===== config.mk =====
export PLATFORM = sky130hd
export DESIGN_NAME = conv_mode_seq
export DESIGN_NICKNAME = d
export VERILOG_FILES = /design/src/rtl/cms_pkg.sv /design/src/rtl/cms_fifo.sv /design/src/rtl/cms_ctrl.sv /design/src/rtl/conv_mode_seq.sv
export SDC_FILE = /design/constraint.sdc
export NUM_CORES = 1
export LEC_CHECK = 0
export BUFFER_PORTS_ARGS = -buffer_cell sky130_fd_sc_hd__buf_2
export CORE_MARGIN = 2
export CORE_UTILIZATION = 52
export CTS_CLUSTER_SIZE = 12
export DETAILED_ROUTE_END_ITERATION = 8
export PLACE_DENSITY = 0.72
export SLEW_MARGIN = 5
export SYNTH_ARGS = -nofsm -noshare
export SYNTH_HDL_FRONTEND = slang
export SYNTH_SLANG_ARGS = --single-unit

===== constraint.sdc =====
create_clock -name clk -period 3.4 [get_ports clk]
set_input_delay 0.34 -clock clk [delete_from_list [all_inputs] [get_ports clk]]
set_output_delay 0.34 -clock clk [all_outputs]
set_load 0.01 [all_outputs]

===== src/rtl/cms_pkg.sv =====
package cms_pkg;
  typedef enum logic [1:0] {
    MODE_ONESHOT = 2'b00,
    MODE_REPEAT  = 2'b01,
    MODE_RSV_A   = 2'b10,
    MODE_RSV_B   = 2'b11
  } mode_e;

  // run length per threshold code: depth, depth-2, depth-4, depth-6
  function automatic int thr_of(input logic [1:0] code, input int depth);
    return depth - 2 * int'(code);
  endfunction
endpackage


===== src/rtl/cms_fifo.sv =====
module cms_fifo #(
  parameter int DW    = 14,
  parameter int DEPTH = 8,
  localparam int AW = $clog2(DEPTH),
  localparam int CW = $clog2(DEPTH + 1)
) (
  input  logic          clk,
  input  logic          rst_n,
  input  logic          flush,
  input  logic          wr_en,
  input  logic [DW-1:0] wr_data,
  input  logic          rd_en,
  output logic [DW-1:0] rd_data,
  output logic [CW-1:0] count
);
  logic [DW-1:0] mem [DEPTH];
  logic [AW-1:0] wptr_q, wptr_d, rptr_q, rptr_d;
  logic [CW-1:0] cnt_q, cnt_d;
  logic [DW-1:0] rdat_q, rdat_d;
  logic          do_wr, do_rd;

  function automatic logic [AW-1:0] bump(input logic [AW-1:0] p);
    return (p == AW'(DEPTH - 1)) ? '0 : p + 1'b1;
  endfunction

  always_comb begin
    do_wr  = wr_en && !flush && (cnt_q < CW'(DEPTH));
    do_rd  = rd_en && !flush && (cnt_q != '0);
    wptr_d = wptr_q;
    rptr_d = rptr_q;
    cnt_d  = cnt_q;
    rdat_d = rdat_q;
    if (flush) begin
      wptr_d = '0;
      rptr_d = '0;
      cnt_d  = '0;
    end else begin
      if (do_wr) wptr_d = bump(wptr_q);
      if (do_rd) rptr_d = bump(rptr_q);
      if (do_wr && !do_rd) cnt_d = cnt_q + 1'b1;
      else if (do_rd && !do_wr) cnt_d = cnt_q - 1'b1;
    end
    if (rd_en) rdat_d = do_rd ? mem[rptr_q] : '0;
  end

  always_ff @(posedge clk or negedge rst_n) begin
    if (!rst_n) begin
      wptr_q <= '0;
      rptr_q <= '0;
      cnt_q  <= '0;
      rdat_q <= '0;
    end else begin
      wptr_q <= wptr_d;
      rptr_q <= rptr_d;
      cnt_q  <= cnt_d;
      rdat_q <= rdat_d;
    end
  end

  always_ff @(posedge clk) begin
    if (do_wr) mem[wptr_q] <= wr_data;
  end

  assign rd_data = rdat_q;
  assign count   = cnt_q;
endmodule


===== src/rtl/cms_ctrl.sv =====
module cms_ctrl
  import cms_pkg::*;
#(
  parameter int DW    = 14,
  parameter int CHW   = 3,
  parameter int DEPTH = 8,
  localparam int CW = $clog2(DEPTH + 1)
) (
  input  logic           clk,
  input  logic           rst_n,
  input  logic           cfg_we,
  input  logic [1:0]     cfg_mode,
  input  logic [1:0]     cfg_thr,
  input  logic           cmd_valid,
  input  logic [CHW-1:0] cmd_chan,
  input  logic           trig_valid,
  input  logic           done_valid,
  input  logic [DW-1:0]  done_data,
  input  logic           rd_en,
  output logic           conv_req,
  output logic [CHW-1:0] conv_chan,
  output logic [DW-1:0]  hold_data,
  output logic           irq,
  output logic           cfg_err,
  output logic           run,
  output logic [CHW-1:0] chan,
  output logic           fifo_flush,
  output logic           fifo_wr
);
  mode_e          mode_q, mode_d;
  logic [1:0]     thr_q, thr_d;
  logic [CHW-1:0] chan_q, chan_d, cchan_q, cchan_d;
  logic [CW-1:0]  cnt_q, cnt_d, thr_len;
  logic [DW-1:0]  hold_q, hold_d;
  logic           run_q, run_d, irq_q, irq_d, req_q, req_d;
  logic           rsvd, is_rep, acc_cmd, acc_trig, start, take, hold_we, last;

  always_comb begin
    rsvd     = mode_q[1];
    is_rep   = (mode_q == MODE_REPEAT);
    thr_len  = CW'(thr_of(thr_q, DEPTH));
    acc_cmd  = cmd_valid && !cfg_we && !rsvd;
    acc_trig = trig_valid && !cmd_valid && !cfg_we && !rsvd;
    start    = is_rep && !run_q && (acc_cmd || acc_trig);
    take     = done_valid && !cfg_we && !start && !rsvd;
    fifo_wr  = take && is_rep && run_q;
    hold_we  = take && (mode_q == MODE_ONESHOT);
    last     = fifo_wr && ((cnt_q + 1'b1) == thr_len);

    mode_d  = cfg_we ? mode_e'(cfg_mode) : mode_q;
    thr_d   = cfg_we ? cfg_thr : thr_q;
    chan_d  = chan_q;
    if (acc_cmd && (!is_rep || !run_q)) chan_d = cmd_chan;
    req_d   = acc_cmd || acc_trig;
    cchan_d = req_d ? chan_d : cchan_q;

    cnt_d = cnt_q;
    if (start) cnt_d = '0;
    else if (fifo_wr) cnt_d = cnt_q + 1'b1;

    run_d = run_q;
    if (cfg_we || last) run_d = 1'b0;
    else if (start) run_d = 1'b1;

    hold_d = hold_we ? done_data : hold_q;

    irq_d = irq_q;
    if (hold_we || last) irq_d = 1'b1;
    else if (cfg_we || acc_cmd || acc_trig || rd_en) irq_d = 1'b0;
  end

  always_ff @(posedge clk or negedge rst_n) begin
    if (!rst_n) begin
      mode_q  <= MODE_ONESHOT;
      thr_q   <= '0;
      chan_q  <= '0;
      cchan_q <= '0;
      cnt_q   <= '0;
      hold_q  <= '0;
      run_q   <= 1'b0;
      irq_q   <= 1'b0;
      req_q   <= 1'b0;
    end else begin
      mode_q  <= mode_d;
      thr_q   <= thr_d;
      chan_q  <= chan_d;
      cchan_q <= cchan_d;
      cnt_q   <= cnt_d;
      hold_q  <= hold_d;
      run_q   <= run_d;
      irq_q   <= irq_d;
      req_q   <= req_d;
    end
  end

  assign conv_req   = req_q;
  assign conv_chan  = cchan_q;
  assign hold_data  = hold_q;
  assign irq        = irq_q;
  assign cfg_err    = rsvd;
  assign run        = run_q;
  assign chan       = chan_q;
  assign fifo_flush = start;
endmodule


===== src/rtl/conv_mode_seq.sv =====
module conv_mode_seq #(
  parameter int DW    = 14,
  parameter int CHW   = 3,
  parameter int DEPTH = 8,
  localparam int CW = $clog2(DEPTH + 1)
) (
  input  logic           clk,
  input  logic           rst_n,
  input  logic           cfg_we,
  input  logic [1:0]     cfg_mode,
  input  logic [1:0]     cfg_thr,
  input  logic           cmd_valid,
  input  logic [CHW-1:0] cmd_chan,
  input  logic           trig_valid,
  input  logic           done_valid,
  input  logic [DW-1:0]  done_data,
  output logic           conv_req,
  output logic [CHW-1:0] conv_chan,
  output logic [DW-1:0]  hold_data,
  input  logic           rd_en,
  output logic [DW-1:0]  rd_data,
  output logic           irq,
  output logic           cfg_err
);
  logic           run_w, flush_w, wr_w;
  logic [CHW-1:0] chan_w;
  logic [CW-1:0]  fifo_cnt_w;

  cms_ctrl #(.DW(DW), .CHW(CHW), .DEPTH(DEPTH)) u_ctrl (
    .clk(clk), .rst_n(rst_n), .cfg_we(cfg_we), .cfg_mode(cfg_mode),
    .cfg_thr(cfg_thr), .cmd_valid(cmd_valid), .cmd_chan(cmd_chan),
    .trig_valid(trig_valid), .done_valid(done_valid), .done_data(done_data),
    .rd_en(rd_en), .conv_req(conv_req), .conv_chan(conv_chan),
    .hold_data(hold_data), .irq(irq), .cfg_err(cfg_err), .run(run_w),
    .chan(chan_w), .fifo_flush(flush_w), .fifo_wr(wr_w)
  );

  cms_fifo #(.DW(DW), .DEPTH(DEPTH)) u_fifo (
    .clk(clk), .rst_n(rst_n), .flush(flush_w), .wr_en(wr_w),
    .wr_data(done_data), .rd_en(rd_en), .rd_data(rd_data), .count(fifo_cnt_w)
  );
endmodule


# --- After elaboration in Yosys (flattened, before gate mapping) ---
# Memory sizes are Yosys's and may differ from the RTL's.
# Cells that the tools add are included.
op_classes:
  order_cmp: 1
  muxes: 19
  reduce_logical: 44
  addsub: 6
  eq_ne: 4
op_table:
  columns: ["op", "count"]
  rows:
  - ["logical AND 1 bit", 21]
  - ["two-way mux 3 bit", 7]
  - ["two-way mux 4 bit", 5]
  - ["two-way mux 14 bit", 1]
  - ["nonzero test 2 bit", 5]
  - ["adder 4 x 1 -> 4 bit (second input constant)", 2]
  - ["zero test 1 bit", 8]
  - ["logical OR 1 bit", 7]
  - ["adder 3 x 1 -> 3 bit (second input constant)", 2]
  - ["equality test 3 bit (second input constant)", 2]
  - ["two-way mux 1 bit", 6]
  - ["equality test 4 bit", 1]
  - ["< comparator 4 bit (second input constant)", 1]
  - ["nonzero test 4 bit", 1]
  - ["subtractor 4 x 1 -> 4 bit (second input constant)", 1]
  - ["subtractor 4 x 3 -> 4 bit (first input constant)", 1]
  - ["nonzero test 3 bit", 1]
  - ["equality test 2 x 1 -> 1 bit (second input constant)", 1]
  - ["zero test 2 bit", 1]
totals:
  in_bits: 28
  wordCells: 88
  mem_bits_rw: 112
  reg_bits: 55
  out_inout_bits: 34
  memories: 1
memory_table:
  columns: ["name", "words", "word_bits", "rd", "rd_ports_with_merged_regs", "write_ports", "line_no", "text"]
  rows:
  - ["u_fifo.mem", 8, 14, 1, 0, 1, "cms_fifo.sv:16", "logic [DW-1:0] mem [DEPTH];"]

# --- Logic depth before layout (Yosys ltp) ---
depth:
  word_depth: 18
  depth_mapped: 8
  ltp_nobuf: 7

# --- By module ---
# Synthesis repeated with hierarchy kept, for this count alone.
hier_totals:
  cells_unflattened: 424
  hier_area_um2: 6925.4
modules_own_cells:
  columns: ["module", "cells_per_inst", "seq_area_each_um2", "area_each_um2", "instances"]
  rows:
  - ["cms_fifo", 313, 3963.8, 5472.7, 1]
  - ["cms_ctrl", 111, 775.7, 1452.6, 1]

# --- Worst setup path after synthesis ---
# OpenSTA, ideal clock, no wires.
synth_timing:
  path_type: "register to register"
  from: "reg u_ctrl.mode_q[1]"
  to: "mem u_fifo.mem[0][0] (enable)"
  setup_slack_ns: 0.455
  stages_incl_launch_ff: 5
  n_path_buf: 1
  synth_period_minus_slack_ns: 2.945
  setup_time_ns: 0.421
  t_required_ns: 2.979
  arrival_ns: 2.523
  path_cell_list: "dfrtp_1 buf_6 nor3b_2 nand2_1 nor4_1"
synth_between:
  elab_chain_cells: 13
  elab_cells_between_ends: 16
  classes_between: "1 x eq/ne; 2 x mux; 13 x reduce/logical"
synth_rtl:
  columns: ["item", "line_no", "text"]
  rows:
  - ["from (decl)", "cms_ctrl.sv:30", "mode_e mode_q, mode_d;"]
  - ["from (signal assigned)", "cms_ctrl.sv:84", "mode_q <= mode_d;"]
  - ["zero test 1 bit", "cms_ctrl.sv:42, cms_ctrl.sv:43, cms_ctrl.sv:45", null]
  - ["logical AND 1 bit (on tied branches)", "cms_ctrl.sv:42, cms_ctrl.sv:43", null]
  - ["logical OR 1 bit", "cms_ctrl.sv:44", "start = is_rep && !run_q && (acc_cmd || acc_trig);"]
  - ["logical AND 1 bit", "cms_ctrl.sv:44", null]
  - ["zero test 1 bit", "cms_fifo.sv:27, cms_ctrl.sv:45", null]
  - ["logical AND 1 bit (2 in a row)", "cms_ctrl.sv:45", "take = done_valid && !cfg_we && !start && !rsvd;"]
  - ["logical AND 1 bit (2 in a row)", "cms_ctrl.sv:46", "fifo_wr = take && is_rep && run_q;"]
  - ["logical AND 1 bit (*) (2 in a row)", "cms_fifo.sv:27", "do_wr = wr_en && !flush && (cnt_q < CW'(DEPTH));"]
  - ["two-way mux 1 bit (*)", "cms_fifo.sv:61", "if (do_wr) mem[wptr_q] <= wr_data;"]
  - ["two-way mux 1 bit (implied by the code) (*)", "cms_fifo.sv:61", null]
  - ["to (decl)", "cms_fifo.sv:16", null]
# Every way passes the cells marked *; elsewhere a longest branch is shown, timed or not.

# --- Final worst setup path ---
layout_timing:
  from: "reg u_fifo.cnt_q[0] (netlist: u_fifo.count[0])"
  to: "reg u_fifo.cnt_q[3] (netlist: u_fifo.count[3])"
layout_between:
  elab_chain_cells: 6
  elab_cells_between_ends: 14
  classes_between: "2 x add/sub; 1 x order compare; 3 x mux; 8 x reduce/logical"
layout_rtl:
  columns: ["item", "line_no", "text"]
  rows:
  - ["from (decl)", "cms_fifo.sv:18", "logic [CW-1:0] cnt_q, cnt_d;"]
  - ["from (signal assigned)", "cms_fifo.sv:55", "cnt_q <= cnt_d;"]
  - ["parallel branches: the longest is 6 deep, another holds subtractor 4 x 1 -> 4 bit", null, null]
# Parallel ways; which one is timed is not known. The select of a mux whose other input is x is not followed.
# A chain may end at the register's enable or synchronous reset.

==> impl_metrics.py <==
metrics = {
    "final_layout": {
        "nets": 499,
        "diodes": 0,
        "area_delta_synth_final_pct": 18.2,
        "drive_above_1_share": 0.358,
        "multi_input_area_um2": 1900,
        "n_fill_cell": 942,
        "design_area_um2": 7950,
        "seqCellArea_um2": 4740,
        "fin_cells": 647,
    },
    "clock_network": {
        "clkTransAtPathRegs_ps": 60,
        "clock_path_buffers": 2,
        "numCtsBuffers": 17,
        "cts.sinks": 167,
        "clock_latency_ps": 430,
        "post_cts.repair.setup_buffers": 0,
        "tritoncts": "built",
        "cts_root_buf": "clkbuf_16",
        "cts_htree_levels": 4,
    },
    "yosys": {
        "synth-seq-cells": 167,
        "synth_area_leaders": "edfxtp_1 (50%), dfrtp_1 (20%), mux4_2 (9.4%), mux2_2 (3.7%), mux2i_1 (2.2%)",
        "synth_fp_nets": 414,
        "synth_edf_count": 112,
        "synth-compound-area-share": 0.0424,
        "synth_cells": 377,
        "yosys.cell_types.count": 41,
        "synth_top_family_by_area": "multiplexers",
        "ys_warn_count": 0,
        "synthXorXnorAreaFrac": 0.0104,
        "synth_flop_cell": "edfxtp_1",
        "yosysSeqAreaShare": 0.705,
        "synthMuxAreaShare": 0.153,
        "syn_avg_cell_area_um2": 17.8,
        "yosys.area_share.simple": 0.0543,
        "synthAdderAreaFrac": 0.0179,
        "synth_top_area_cell": "edfxtp_1",
        "syn_area_um2": 6720,
        "synth_top_area_frac": 0.500,
        "synthMostInstantiatedCell": "edfxtp_1",
        "synth_common_cells": "edfxtp_1 (112), dfrtp_1 (55), mux4_2 (28)",
        "async_flop_share": 0.329,
    },
    "run_status": {
        "status": "completed",
    },
    "sta": {
        "tns_ps": 0,
        "tightest_slew_ps": 702,
        "hold_viol": 0,
        "fmax_mhz": 397,
        "timing.final.crit_share": 0.742,
        "rsz0062_at_grt": "false",
        "maxSlewViolCount": 0,
        "layout_setup_ws_ps": 879,
        "setup_viol": 0,
        "relSlewSlack": 0.531,
        "finalCriticalPeriod_ps": 2520,
        "fin_skew_ps": 6.28,
    },
    "global_route": {
        "grt_pass1_wl_mm": 21.0,
        "antenna_found_initial": 0,
        "grt_usage": 0.204,
        "grt_max_degree": 37,
        "grt_pass1_vias": 3761,
        "grt-ovfl-total": 0,
    },
    "worst_hold_path": {
        "hold_end": "u_ctrl.thr_q[0]",
        "holdCritStartpoint": "cfg_thr[0]",
        "hold_path_depth": 3,
        "worstHoldPathType": "input port to flop",
    },
    "die": {
        "io-pin-count": 62,
        "die_w_um": 118,
        "rows": 41,
        "initial_core_util": 0.533,
        "dieArea_um2": 13900,
        "die_h_um": 118,
        "core_um2": 12600,
    },
    "detailed_routing": {
        "ant_nets": 0,
        "wl_mm": 12.9,
        "drc": 0,
        "drt_iter0_drc": 176,
        "route.vias.total": 3639,
        "firstDrtPassIters": 4,
        "viasPerCell": 5.62,
        "avgRoutedWirePerCell_um": 19.9,
    },
    "critical_path": {
        "cp_num_buf_inv": 0,
        "crit_family": "compound AO/OA/AOI/OAI gates",
        "reg2reg_to": "u_fifo.count[3]",
        "crit_fanout": 7,
        "cp-start-kind": "flop",
        "cp.required_ps": 3700,
        "reg2reg_depth": 7,
        "r2r_setup_slack_ps": 880,
        "crit_arrival_ps": 2830,
        "crit_type": "flop to flop",
        "path_cells": "o41ai_4, nand3_1, ha_1, a21o_1, a21oi_1, mux2i_1, a21oi_1",
        "slowest_stage": "o41ai_4",
        "r2r-start": "u_fifo.count[0]",
        "worst_path_largest_cell_delay_ps": 540,
        "cpMostUsedCell": "a21oi_1",
        "cp-end-kind": "flop",
    },
    "power": {
        "vdd_drop_max_v": 0.000448,
        "power.total_mw": 5.81,
        "power_density_nw_per_um2": 731,
        "p_leak_nw": 3.00,
    },
    "place": {
        "dpl_cell_area_um2": 7330,
        "port_buffers": 61,
        "globalplace.congestion": 0.807,
        "dp_slack_ps": 862,
        "dp.cells": 614,
        "hpwl_mm": 8.33,
    },
    "job": {
        "maxCapViolations": 0,
    },
}
==> cell families after synthesis <==
kind of cell	count (synthesis)
fa+ha+maj	9
flops	167
compound gates	38
mux	65
buf+inv	22
simple gates	68
xor+xnor	8
==> tightest hold or removal path, stage by stage <==
cell	delay (ps)
buf_2	80
nand2_1	40
o21ai_0	60
==> per-layer routing <==
metal | routed length, um | GRT usage
met1 | 5570 | 0.274
met4 | 253 | 0.0866
met3 | 620 | 0.0455
met2 | 6420 | 0.325
met5 | 0 | 0
==> repair_timing <==
item,CTS,global route
hold buffers,1,0
hold endpoints to repair,19,0
resized for setup,0,0
==> registers in the layout (all words and copies together) (netlist names) <==
register	flops
u_fifo.mem	112
u_ctrl.hold_data	14
u_fifo.rd_data	14
u_ctrl.cnt_q	4
u_fifo.count	4
u_ctrl.chan	3
u_ctrl.conv_chan	3
u_fifo.rptr_q	3
u_fifo.wptr_q	3
u_ctrl.mode_q	2
u_ctrl.thr_q	2
u_ctrl.conv_req	1
u_ctrl.irq	1
u_ctrl.run	1
==> how the worst max path moves through the flow <==
stage,startpoint,to,slack [ps],depth (start not counted)
finish,u_fifo.count[0],u_fifo.count[3],880,7
global route,u_ctrl.mode_q[1],u_fifo.mem[7][2],750,5
CTS,u_ctrl.mode_q[1],u_fifo.mem[3][3],880,5
detailed placement,cfg_we,u_fifo.mem[3][1],860,6
global placement,cfg_we,u_fifo.mem[7][3],960,6
floorplan,u_ctrl.mode_q[1],u_fifo.mem[0][0],460,4
==> per-stage QoR <==
stage,hold slack (ps),util
6_report,128,0.630
5_1_grt,149,0.630
4_1_cts,109,0.630
3_5_place_dp,334,0.581
3_3_place_gp,324,0.581
2_1_floorplan,44.4,-
==> final cells by class <==
class | count | share of cell area
sequential | 167 | 0.597
multi-input combinational | 188 | 0.240
timing repair buffer | 81 | 0.0576
clock buffer | 19 | 0.0545
tap | 172 | 0.0271
clock inverter | 13 | 0.0211
inverter | 7 | 0.00331
==> layout by cell type (no fill, tap or decap), drive strengths merged, types with 2 or more instances in the layout <==
master,n
a21oi,11
nor3b,3
nor4,2
bufinv,3
xnor2,6
buf,80
ha,8
clkbuf,19
a21o,2
inv,11
mux2i,15
clkinv,5
mux4,28
dfrtp,55
nand2b,2
o2bb2ai,14
nor3,12
o21ai,6
nor4b,2
xor2,2
nand3,10
or3,3
nor2,12
mux2,22
nand3b,2
nand2,17
edfxtp,112
==> where the power goes <==
part,internal (mW),switching [mW]
Combinational,0.679,0.629
Clock,1.16,0.777
Sequential,2.38,0.187
No activity file was read; power rests on OpenSTA's default activity.
